--- src/rtl/rmattr_pkg.sv ---
package rmattr_pkg;

    typedef enum logic [1:0] {
        ACC_FETCH = 2'd0,
        ACC_LOAD  = 2'd1,
        ACC_STORE = 2'd2,
        ACC_PREF  = 2'd3
    } acc_kind_e;

    typedef enum logic [2:0] {
        SEL_GUARD   = 3'd0,
        SEL_USER    = 3'd1,
        SEL_ORDER   = 3'd2,
        SEL_NOCACHE = 3'd3,
        SEL_CTRL    = 3'd4
    } wsel_e;

    localparam int unsigned NPLANE = 4;

    typedef enum logic [1:0] {
        CAUSE_NONE       = 2'd0,
        CAUSE_USER_STORE = 2'd1
    } cause_e;

    typedef struct packed {
        logic guard;
        logic user;
        logic little;
        logic nocache;
    } attr_t;

    typedef struct packed {
        logic grant;
        logic stall;
        logic deny;
        logic fault;
    } verdict_t;

    function automatic logic is_speculative(acc_kind_e kind, logic spec);
        return spec || (kind == ACC_PREF);
    endfunction

endpackage

--- src/rtl/rmattr_regs.sv ---
module rmattr_regs
    import rmattr_pkg::*;
#(
    parameter int unsigned REGION_BITS = 5,
    localparam int unsigned NREG = 1 << REGION_BITS
) (
    input  logic                          clk,
    input  logic                          rst,
    input  logic                          wr_en,
    input  logic [2:0]                    wr_sel,
    input  logic [NREG-1:0]               wr_data,
    output logic [NPLANE-1:0][NREG-1:0]   planes,
    output logic                          user_exc_en
);

    // One register per attribute plane, selected by its write code.
    for (genvar p = 0; p < NPLANE; p++) begin : g_plane
        always_ff @(posedge clk) begin
            if (rst) begin
                planes[p] <= '0;
            end else if (wr_en && (wr_sel == 3'(p))) begin
                planes[p] <= wr_data;
            end
        end
    end

    always_ff @(posedge clk) begin
        if (rst) begin
            user_exc_en <= 1'b0;
        end else if (wr_en && (wsel_e'(wr_sel) == SEL_CTRL)) begin
            user_exc_en <= wr_data[0];
        end
    end

endmodule

--- src/rtl/rmattr_select.sv ---
module rmattr_select
    import rmattr_pkg::*;
#(
    parameter int unsigned ADDR_W      = 32,
    parameter int unsigned REGION_BITS = 5,
    localparam int unsigned NREG = 1 << REGION_BITS
) (
    input  logic [NPLANE-1:0][NREG-1:0] planes,
    input  logic [ADDR_W-1:0]           addr,
    input  logic                        virt,
    input  attr_t                       tlb_attr,
    output attr_t                       attr
);

    logic [REGION_BITS-1:0] region;
    logic [NPLANE-1:0]      bits;
    attr_t                  real_attr;

    assign region = addr[ADDR_W-1 -: REGION_BITS];

    for (genvar p = 0; p < NPLANE; p++) begin : g_pick
        assign bits[p] = planes[p][region];
    end

    always_comb begin
        real_attr         = '0;
        real_attr.guard   = bits[SEL_GUARD];
        real_attr.user    = bits[SEL_USER];
        real_attr.little  = bits[SEL_ORDER];
        real_attr.nocache = bits[SEL_NOCACHE];
        attr = virt ? tlb_attr : real_attr;
    end

endmodule

--- src/rtl/rmattr_gate.sv ---
module rmattr_gate
    import rmattr_pkg::*;
(
    input  logic      clk,
    input  logic      rst,
    input  logic      valid,
    input  acc_kind_e kind,
    input  logic      spec,
    input  attr_t     attr,
    input  logic      prior_done,
    input  logic      user_exc_en,
    output verdict_t  verdict,
    output logic      fault_q,
    output cause_e    cause_q
);

    always_comb begin
        verdict = '0;
        if (valid) begin
            if (attr.guard && is_speculative(kind, spec)) begin
                verdict.deny = 1'b1;
            end else if ((kind == ACC_FETCH) && attr.guard && !prior_done) begin
                verdict.stall = 1'b1;
            end else if ((kind == ACC_STORE) && attr.user && user_exc_en) begin
                verdict.deny  = 1'b1;
                verdict.fault = 1'b1;
            end else begin
                verdict.grant = 1'b1;
            end
        end
    end

    always_ff @(posedge clk) begin
        if (rst) begin
            fault_q <= 1'b0;
            cause_q <= CAUSE_NONE;
        end else begin
            fault_q <= verdict.fault;
            cause_q <= verdict.fault ? CAUSE_USER_STORE : CAUSE_NONE;
        end
    end

endmodule

--- src/rtl/rmattr_unit.sv ---
module rmattr_unit
    import rmattr_pkg::*;
#(
    parameter int unsigned ADDR_W      = 32,
    parameter int unsigned REGION_BITS = 5,
    localparam int unsigned NREG = 1 << REGION_BITS
) (
    input  logic              clk,
    input  logic              rst,
    input  logic              cfg_wr_en,
    input  logic [2:0]        cfg_wr_sel,
    input  logic [NREG-1:0]   cfg_wr_data,
    input  logic              acc_valid,
    input  logic [ADDR_W-1:0] acc_addr,
    input  logic [1:0]        acc_kind,
    input  logic              acc_spec,
    input  logic              acc_virt,
    input  logic              tlb_guard,
    input  logic              tlb_user,
    input  logic              tlb_little,
    input  logic              tlb_nocache,
    input  logic              prior_done,
    output logic              out_guard,
    output logic              out_user,
    output logic              out_nocache,
    output logic              byte_le,
    output logic              acc_grant,
    output logic              acc_stall,
    output logic              acc_deny,
    output logic              dsi_valid,
    output logic [1:0]        dsi_cause
);

    logic [NPLANE-1:0][NREG-1:0] planes;
    logic                        user_exc_en;
    attr_t                       tlb_attr;
    attr_t                       attr;
    verdict_t                    verdict;
    cause_e                      cause_q;

    always_comb begin
        tlb_attr         = '0;
        tlb_attr.guard   = tlb_guard;
        tlb_attr.user    = tlb_user;
        tlb_attr.little  = tlb_little;
        tlb_attr.nocache = tlb_nocache;
    end

    rmattr_regs #(.REGION_BITS(REGION_BITS)) u_regs (
        .clk         (clk),
        .rst         (rst),
        .wr_en       (cfg_wr_en),
        .wr_sel      (cfg_wr_sel),
        .wr_data     (cfg_wr_data),
        .planes      (planes),
        .user_exc_en (user_exc_en)
    );

    rmattr_select #(.ADDR_W(ADDR_W), .REGION_BITS(REGION_BITS)) u_sel (
        .planes   (planes),
        .addr     (acc_addr),
        .virt     (acc_virt),
        .tlb_attr (tlb_attr),
        .attr     (attr)
    );

    rmattr_gate u_gate (
        .clk         (clk),
        .rst         (rst),
        .valid       (acc_valid),
        .kind        (acc_kind_e'(acc_kind)),
        .spec        (acc_spec),
        .attr        (attr),
        .prior_done  (prior_done),
        .user_exc_en (user_exc_en),
        .verdict     (verdict),
        .fault_q     (dsi_valid),
        .cause_q     (cause_q)
    );

    assign out_guard   = attr.guard;
    assign out_user    = attr.user;
    assign out_nocache = attr.nocache;
    assign byte_le     = attr.little;
    assign acc_grant   = verdict.grant;
    assign acc_stall   = verdict.stall;
    assign acc_deny    = verdict.deny;
    assign dsi_cause   = cause_q;

endmodule

--- config.mk ---
export PLATFORM = sky130hd
export DESIGN_NAME = rmattr_unit
export DESIGN_NICKNAME = d
export VERILOG_FILES = /design/src/rtl/rmattr_pkg.sv /design/src/rtl/rmattr_regs.sv /design/src/rtl/rmattr_select.sv /design/src/rtl/rmattr_gate.sv /design/src/rtl/rmattr_unit.sv
export SDC_FILE = /design/constraint.sdc
export NUM_CORES = 1
export LEC_CHECK = 0
export ABC_AREA = 1
export ABC_CLOCK_PERIOD_IN_PS = 2600
export BUFFER_PORTS_ARGS = -buffer_cell sky130_fd_sc_hd__buf_2
export CAP_MARGIN = 20
export CORE_MARGIN = 2
export CORE_UTILIZATION = 40
export CTS_CLUSTER_SIZE = 24
export DETAILED_ROUTE_END_ITERATION = 10
export GPL_TIMING_DRIVEN = 0
export HOLD_SLACK_MARGIN = 0.02
export PLACE_DENSITY = 0.59
export SLEW_MARGIN = 10
export SYNTH_ARGS = -nofsm -noshare
export SYNTH_HDL_FRONTEND = slang
export SYNTH_SLANG_ARGS = --single-unit
--- constraint.sdc ---
create_clock -name clk -period 2.6 [get_ports clk]
set_input_delay 0 -clock clk [delete_from_list [all_inputs] [get_ports clk]]
set_output_delay 0 -clock clk [all_outputs]
set_load 0.005 [all_outputs]
# Word-level counts from Yosys, hierarchy flattened
# Cells that the tools add are included.
totals:
  regBits: 132
  inputBits: 80
op_classes:
  order_cmp: 1
  n_eq_ne: 6
  mux: 19
  reduce_logical: 14
ops:
  columns: ["operator", "count"]
  rows:
  - ["$bmux W1 S5", 4]
  - ["$logic_and A1 B1 Y1", 10]
  - ["$mux W1", 10]
  - ["$mux W4", 2]
  - ["$eq A3 B2 Y1 const B", 2]
  - ["$lt A5 B6 Y1 const B", 1]
  - ["$mux W2", 3]
  - ["$eq A2 B2 Y1 const B", 2]
  - ["$eq A3 B1 Y1 const B", 1]
  - ["$eq A3 B3 Y1 const B", 1]
  - ["$logic_not A3 Y1", 1]
  - ["$logic_not A2 Y1", 1]
  - ["$logic_not A1 Y1", 1]
  - ["$logic_or A1 B1 Y1", 1]

# Depth between registers and ports, before layout
logic_depth:
  ltp_word: 10
  mapped_depth: 15

# Hierarchy
# From an unflattened synthesis, not the netlist that was laid out.
hier_totals:
  cells_unflattened: 1079
  area_unflattened_um2: 6655.1
by_module_without_submodules:
  columns: ["module", "n_inst", "cells_each", "area_each_um2", "seq_area_each_um2"]
  rows:
  - ["rmattr_regs", 1, 750, 5163.7, 2582.5]
  - ["rmattr_select", 1, 306, 1353.8, 0.0]
  - ["rmattr_gate", 1, 23, 137.6, 20.0]

# Least setup slack after synthesis
# No wires, ideal clock.
synth_path:
  kind: "input to register"
  start: "input acc_addr[27]"
  end: "register u_gate.fault_q"
  setup_time_ns: 0.112
  arrival_time_ns: 1.025
  path_slack_ns: 1.464
  cell_stages: 15
  path_buffers: 3
  cell_sequence: "buf_6 -> inv_2 -> buf_6 -> buf_8 -> nand2_1 -> nand3_1 -> nand3_1 -> nand2_1 -> nand2_1 -> nand3_1 -> nand3_1 -> nand2_2 -> o21ai_1 -> nand2_1 -> nor2_1"
synth_via:
  word_cells_on_any_way: 14
synth_lines:
  columns: ["item", "line", "rtl"]
  rows:
  - ["from (decl)", "rmattr_unit.sv:14", "input logic [ADDR_W-1:0] acc_addr,"]
  - ["$bmux W1 S5 (*)", "rmattr_select.sv:22", "assign bits[p] = planes[p][region];"]
  - ["$mux W1 (not written as such) (*)", "rmattr_select.sv:22", null]
  - ["$mux W4 (*)", "rmattr_select.sv:31", "attr = virt ? tlb_attr : real_attr;"]
  - ["named net out_guard", "rmattr_unit.sv:23", "output logic out_guard,"]
  - ["$logic_and A1 B1 Y1 (2 in series)", "rmattr_gate.sv:22", "end else if ((kind == ACC_FETCH) && attr.guard && !prior_done) begin"]
  - ["$mux W2", "rmattr_gate.sv:22", null]
  - ["$mux W1 (*)", "rmattr_gate.sv:20", "if (attr.guard && is_speculative(kind, spec)) begin"]
  - ["$mux W4 (*)", "rmattr_gate.sv:19", "if (valid) begin"]
  - ["to (signal assigned)", "rmattr_gate.sv:38", "fault_q <= verdict.fault;"]
  - ["to (decl)", "rmattr_gate.sv:13", "output logic fault_q,"]
# Mark *: on every way through the listed nets, which the timed path passes. The rest lies on a longest branch. The select of a mux whose other input is x is not followed.
# A chain may end at the register's enable or synchronous reset.

# Final worst setup path
layout_path:
  start: "register u_regs.user_exc_en"
  end: "register u_gate.fault_q"
layout_via:
  elab_chain_cells: 5
layout_rtl:
  columns: ["item", "line", "rtl"]
  rows:
  - ["from (decl)", "rmattr_regs.sv:13", "output logic user_exc_en"]
  - ["from (signal assigned)", "rmattr_regs.sv:31", "user_exc_en <= wr_data[0];"]
  - ["$logic_and A1 B1 Y1", "rmattr_gate.sv:24", "end else if ((kind == ACC_STORE) && attr.user && user_exc_en) begin"]
  - ["$mux W2", "rmattr_gate.sv:24", null]
  - ["$mux W2", "rmattr_gate.sv:22", null]
  - ["$mux W1", "rmattr_gate.sv:20", null]
  - ["$mux W4", "rmattr_gate.sv:19", null]
# No other way between the ends.

==> flow_metrics.tcl <==
set metrics [dict create \
    yosysSeqAreaShare_pct 43.73 \
    hold_depth 2 \
    syn_to_final_growth_pct 25.46 \
    multi_input_area_um2 2917 \
    post-route-drc-count 0 \
    drv_cap 0 \
    start_util_pct 40.95 \
    regToRegStartpoint "u_regs.user_exc_en" \
    max_stage_delay_ns 0.57 \
    drtPass1Iterations 6 \
    arrival_ns 2.89 \
    cts_tree "done" \
    slew_violations 0 \
    gp_congestion 0.8381 \
    netlist_area_um2 5952 \
    dieArea_um2 15870 \
    tightest_slew_ns 0.7288 \
    antenna_found_initial 0 \
    maxSlewHeadroom_pct 51.41 \
    power_density_nw_per_um2 668.2 \
    yosysTopAreaCell "dfxtp_1" \
    fill_cells 1510 \
    avgSynthCellArea_um2 6.779 \
    final_common_cell "nand2_1" \
    placed_area_um2 6457 \
    wl_per_cell_um 17.68 \
    ios 90 \
    cellLeakagePower_uw 0.002792 \
    crit_buf_inv 3 \
    worstHoldStart "rst" \
    cp_common_cell "dlygate4sd3_1" \
    synthCells 878 \
    port_buffers 55 \
    path_cells "nand2_1 > nor2_1 > dlygate4sd3_1 > nand2_2 > dlygate4sd3_1 > nor2_1 > dlygate4sd3_1" \
    first_global_vias 6066 \
    reg2reg_depth 7 \
    total_power_uw 4990 \
    regToRegSetupSlack_ns 0.08 \
    hpwlAfterDp_um 14420 \
    fin_crit_ns 2.519 \
    clockBufferDepth 2 \
    grt-ovfl-total 0 \
    seqCellArea_um2 2603 \
    end_kind "flip-flop" \
    synth_seq_cells 130 \
    core_um2 14530 \
    worstHoldPathType "in2reg" \
    antenna_cells 0 \
    crit_family "buffers and inverters" \
    vdd_drop_max_uv 488.5 \
    final_area_um2 7467 \
    rsz0062_at_grt "no" \
    fmax_mhz 397.0 \
    grt_pass1_wl_um 33040 \
    cts.clk_slew.worst_paths_ns 0.06 \
    r2r-end "u_gate.fault_q" \
    ctsHoldBuffers 42 \
    final_antenna_net_count 0 \
    syn_nets 958 \
    finalSetupViolCount 0 \
    clock_sinks 130 \
    worstPathRequired_ns 2.97 \
    critPathMaxFanout 3 \
    min_period_over_period_pct 96.87 \
    cts_setup_buffers 0 \
    start_kind "flip-flop" \
    setup_ws_ns 0.08137 \
    insertion_delay_ns 0.43 \
    hold_end "u_regs.planes[63]" \
    setup-tns-final_ns 0 \
    synth_area_leaders "dfxtp_1 (44%), nand2_1 (20%), a21oi_1 (11%), nand3_1 (4.9%), o21ai_0 (3.4%)" \
    vias_per_cell 5.366 \
    routed_wl_um 21040 \
    slowest_stage "dlygate4sd3_1" \
    cts_made_buffers 17 \
    via_count 6385 \
    synth_cell_types 24 \
    fin_skew_ns 0.005615 \
    crit_type "reg2reg" \
    drive_above_1_share_pct 12.52 \
    hold_violations 0 \
    cts_resized 0 \
    grt_use_total_pct 26.96 \
    outcome "finished, final reports clean" \
    nNetsFinal 1074 \
    die_h_um 126.0 \
    synth_top_cell_area_share_pct 43.73 \
    h-tree-depth 4 \
    final_cell_mix "nand2_1 (321), a21oi_1 (134), dfxtp_1 (130)" \
    grt_max_degree 17 \
    place_worst_setup_slack_ns 0.8686 \
    yosys_warnings 0 \
    cts_root_buffer "clkbuf_16" \
    die_x_um 126.0 \
    rows 44 \
    drt_iter0_markers 810 \
]
-- flip-flops by register name, summed over array words and instances, names as in the netlist --
register            cells
u_gate.fault_q          1
u_regs.planes         128
u_regs.user_exc_en      1
-- Yosys cell counts --
library cell,n
nand2_1,321
a21oi_1,134
dfxtp_1,130
nand3_1,58
nor2_1,41
o21ai_0,41
clkbuf_1,39
nand4_1,25
buf_2,21
inv_1,20
a211oi_1,8
o21ai_1,8
o22ai_1,8
buf_4,4
buf_6,4
inv_2,3
nand2_2,3
nor2_2,2
nor3_1,2
nor3_4,2
a21o_1,1
buf_8,1
clkbuf_2,1
conb_1,1
-- cells by family (layout without fill, tap and decap cells) --
kind of cell | count (synthesis) | in the layout | share of synthesized area [%]
AND/OR/NAND/NOR | 454 | 454 | 31.57
AO/OA/AOI/OAI | 200 | 200 | 17.36
flip-flops | 130 | 130 | 43.73
buffers and inverters | 93 | 221 | 7.273
other | 1 | 1 | 0.06300
-- how the worst max path moves through the flow --
| stage | start | end | depth (start not counted) |
|---|---|---|---|
| after floorplan | acc_addr[27] | u_gate.fault_q | 15 |
| after global placement | acc_addr[28] | byte_le | 12 |
| after detailed placement | acc_addr[28] | byte_le | 10 |
| after CTS | u_regs.user_exc_en | u_gate.fault_q | 7 |
| after global routing | u_regs.user_exc_en | u_gate.fault_q | 7 |
| final | u_regs.user_exc_en | u_gate.fault_q | 7 |
-- worst reg2reg max path, delay by kind of cell (launching register included) --
kind,cells,cell delay [ns]
buffers and inverters,3,1.68
and+or+nand+nor,4,0.35
DFF,1,0.44
-- where the power goes --
| group | leakage [uW] | total (uW) | internal (uW) | switching (uW) |
|---|---|---|---|---|
| sequential | 0.00105 | 2060 | 2040 | 20.8 |
| clock | 0.000292 | 2390 | 1500 | 894 |
| combinational | 0.00145 | 538 | 185 | 353 |
-- routing by layer --
metal	vias up	share of wire (%)	wire, um	track usage [%]
met2	240	46	9677	42.57
met4	0	2.4	501	9.308
met1	2975	45	9415	36.93
li1	3126	-	-	-
met5	-	0	0	0
met3	44	6.8	1440	5.353
-- stage by stage --
step	cells	util, %	hold slack (ns)
6_report	1190	51.38	0.04570
3_5_place_dp	1117	44.43	0.2655
3_3_place_gp	1117	44.43	0.2622
4_1_cts	1190	51.38	0.04583
2_1_floorplan	878	-	0.08442
5_1_grt	1190	51.38	0.06724
-- area by class of cell --
cell class                      count  area share, %
Buffer                             70          4.641
Tap cell                          184          3.083
Timing Repair Buffer               97          9.316
Sequential cell                   130          34.85
Clock inverter                      9          1.408
Multi-Input combinational cell    655          39.06
Clock buffer                       22          6.485
Inverter                           23          1.156
No activity file was read; power rests on OpenSTA's default activity.
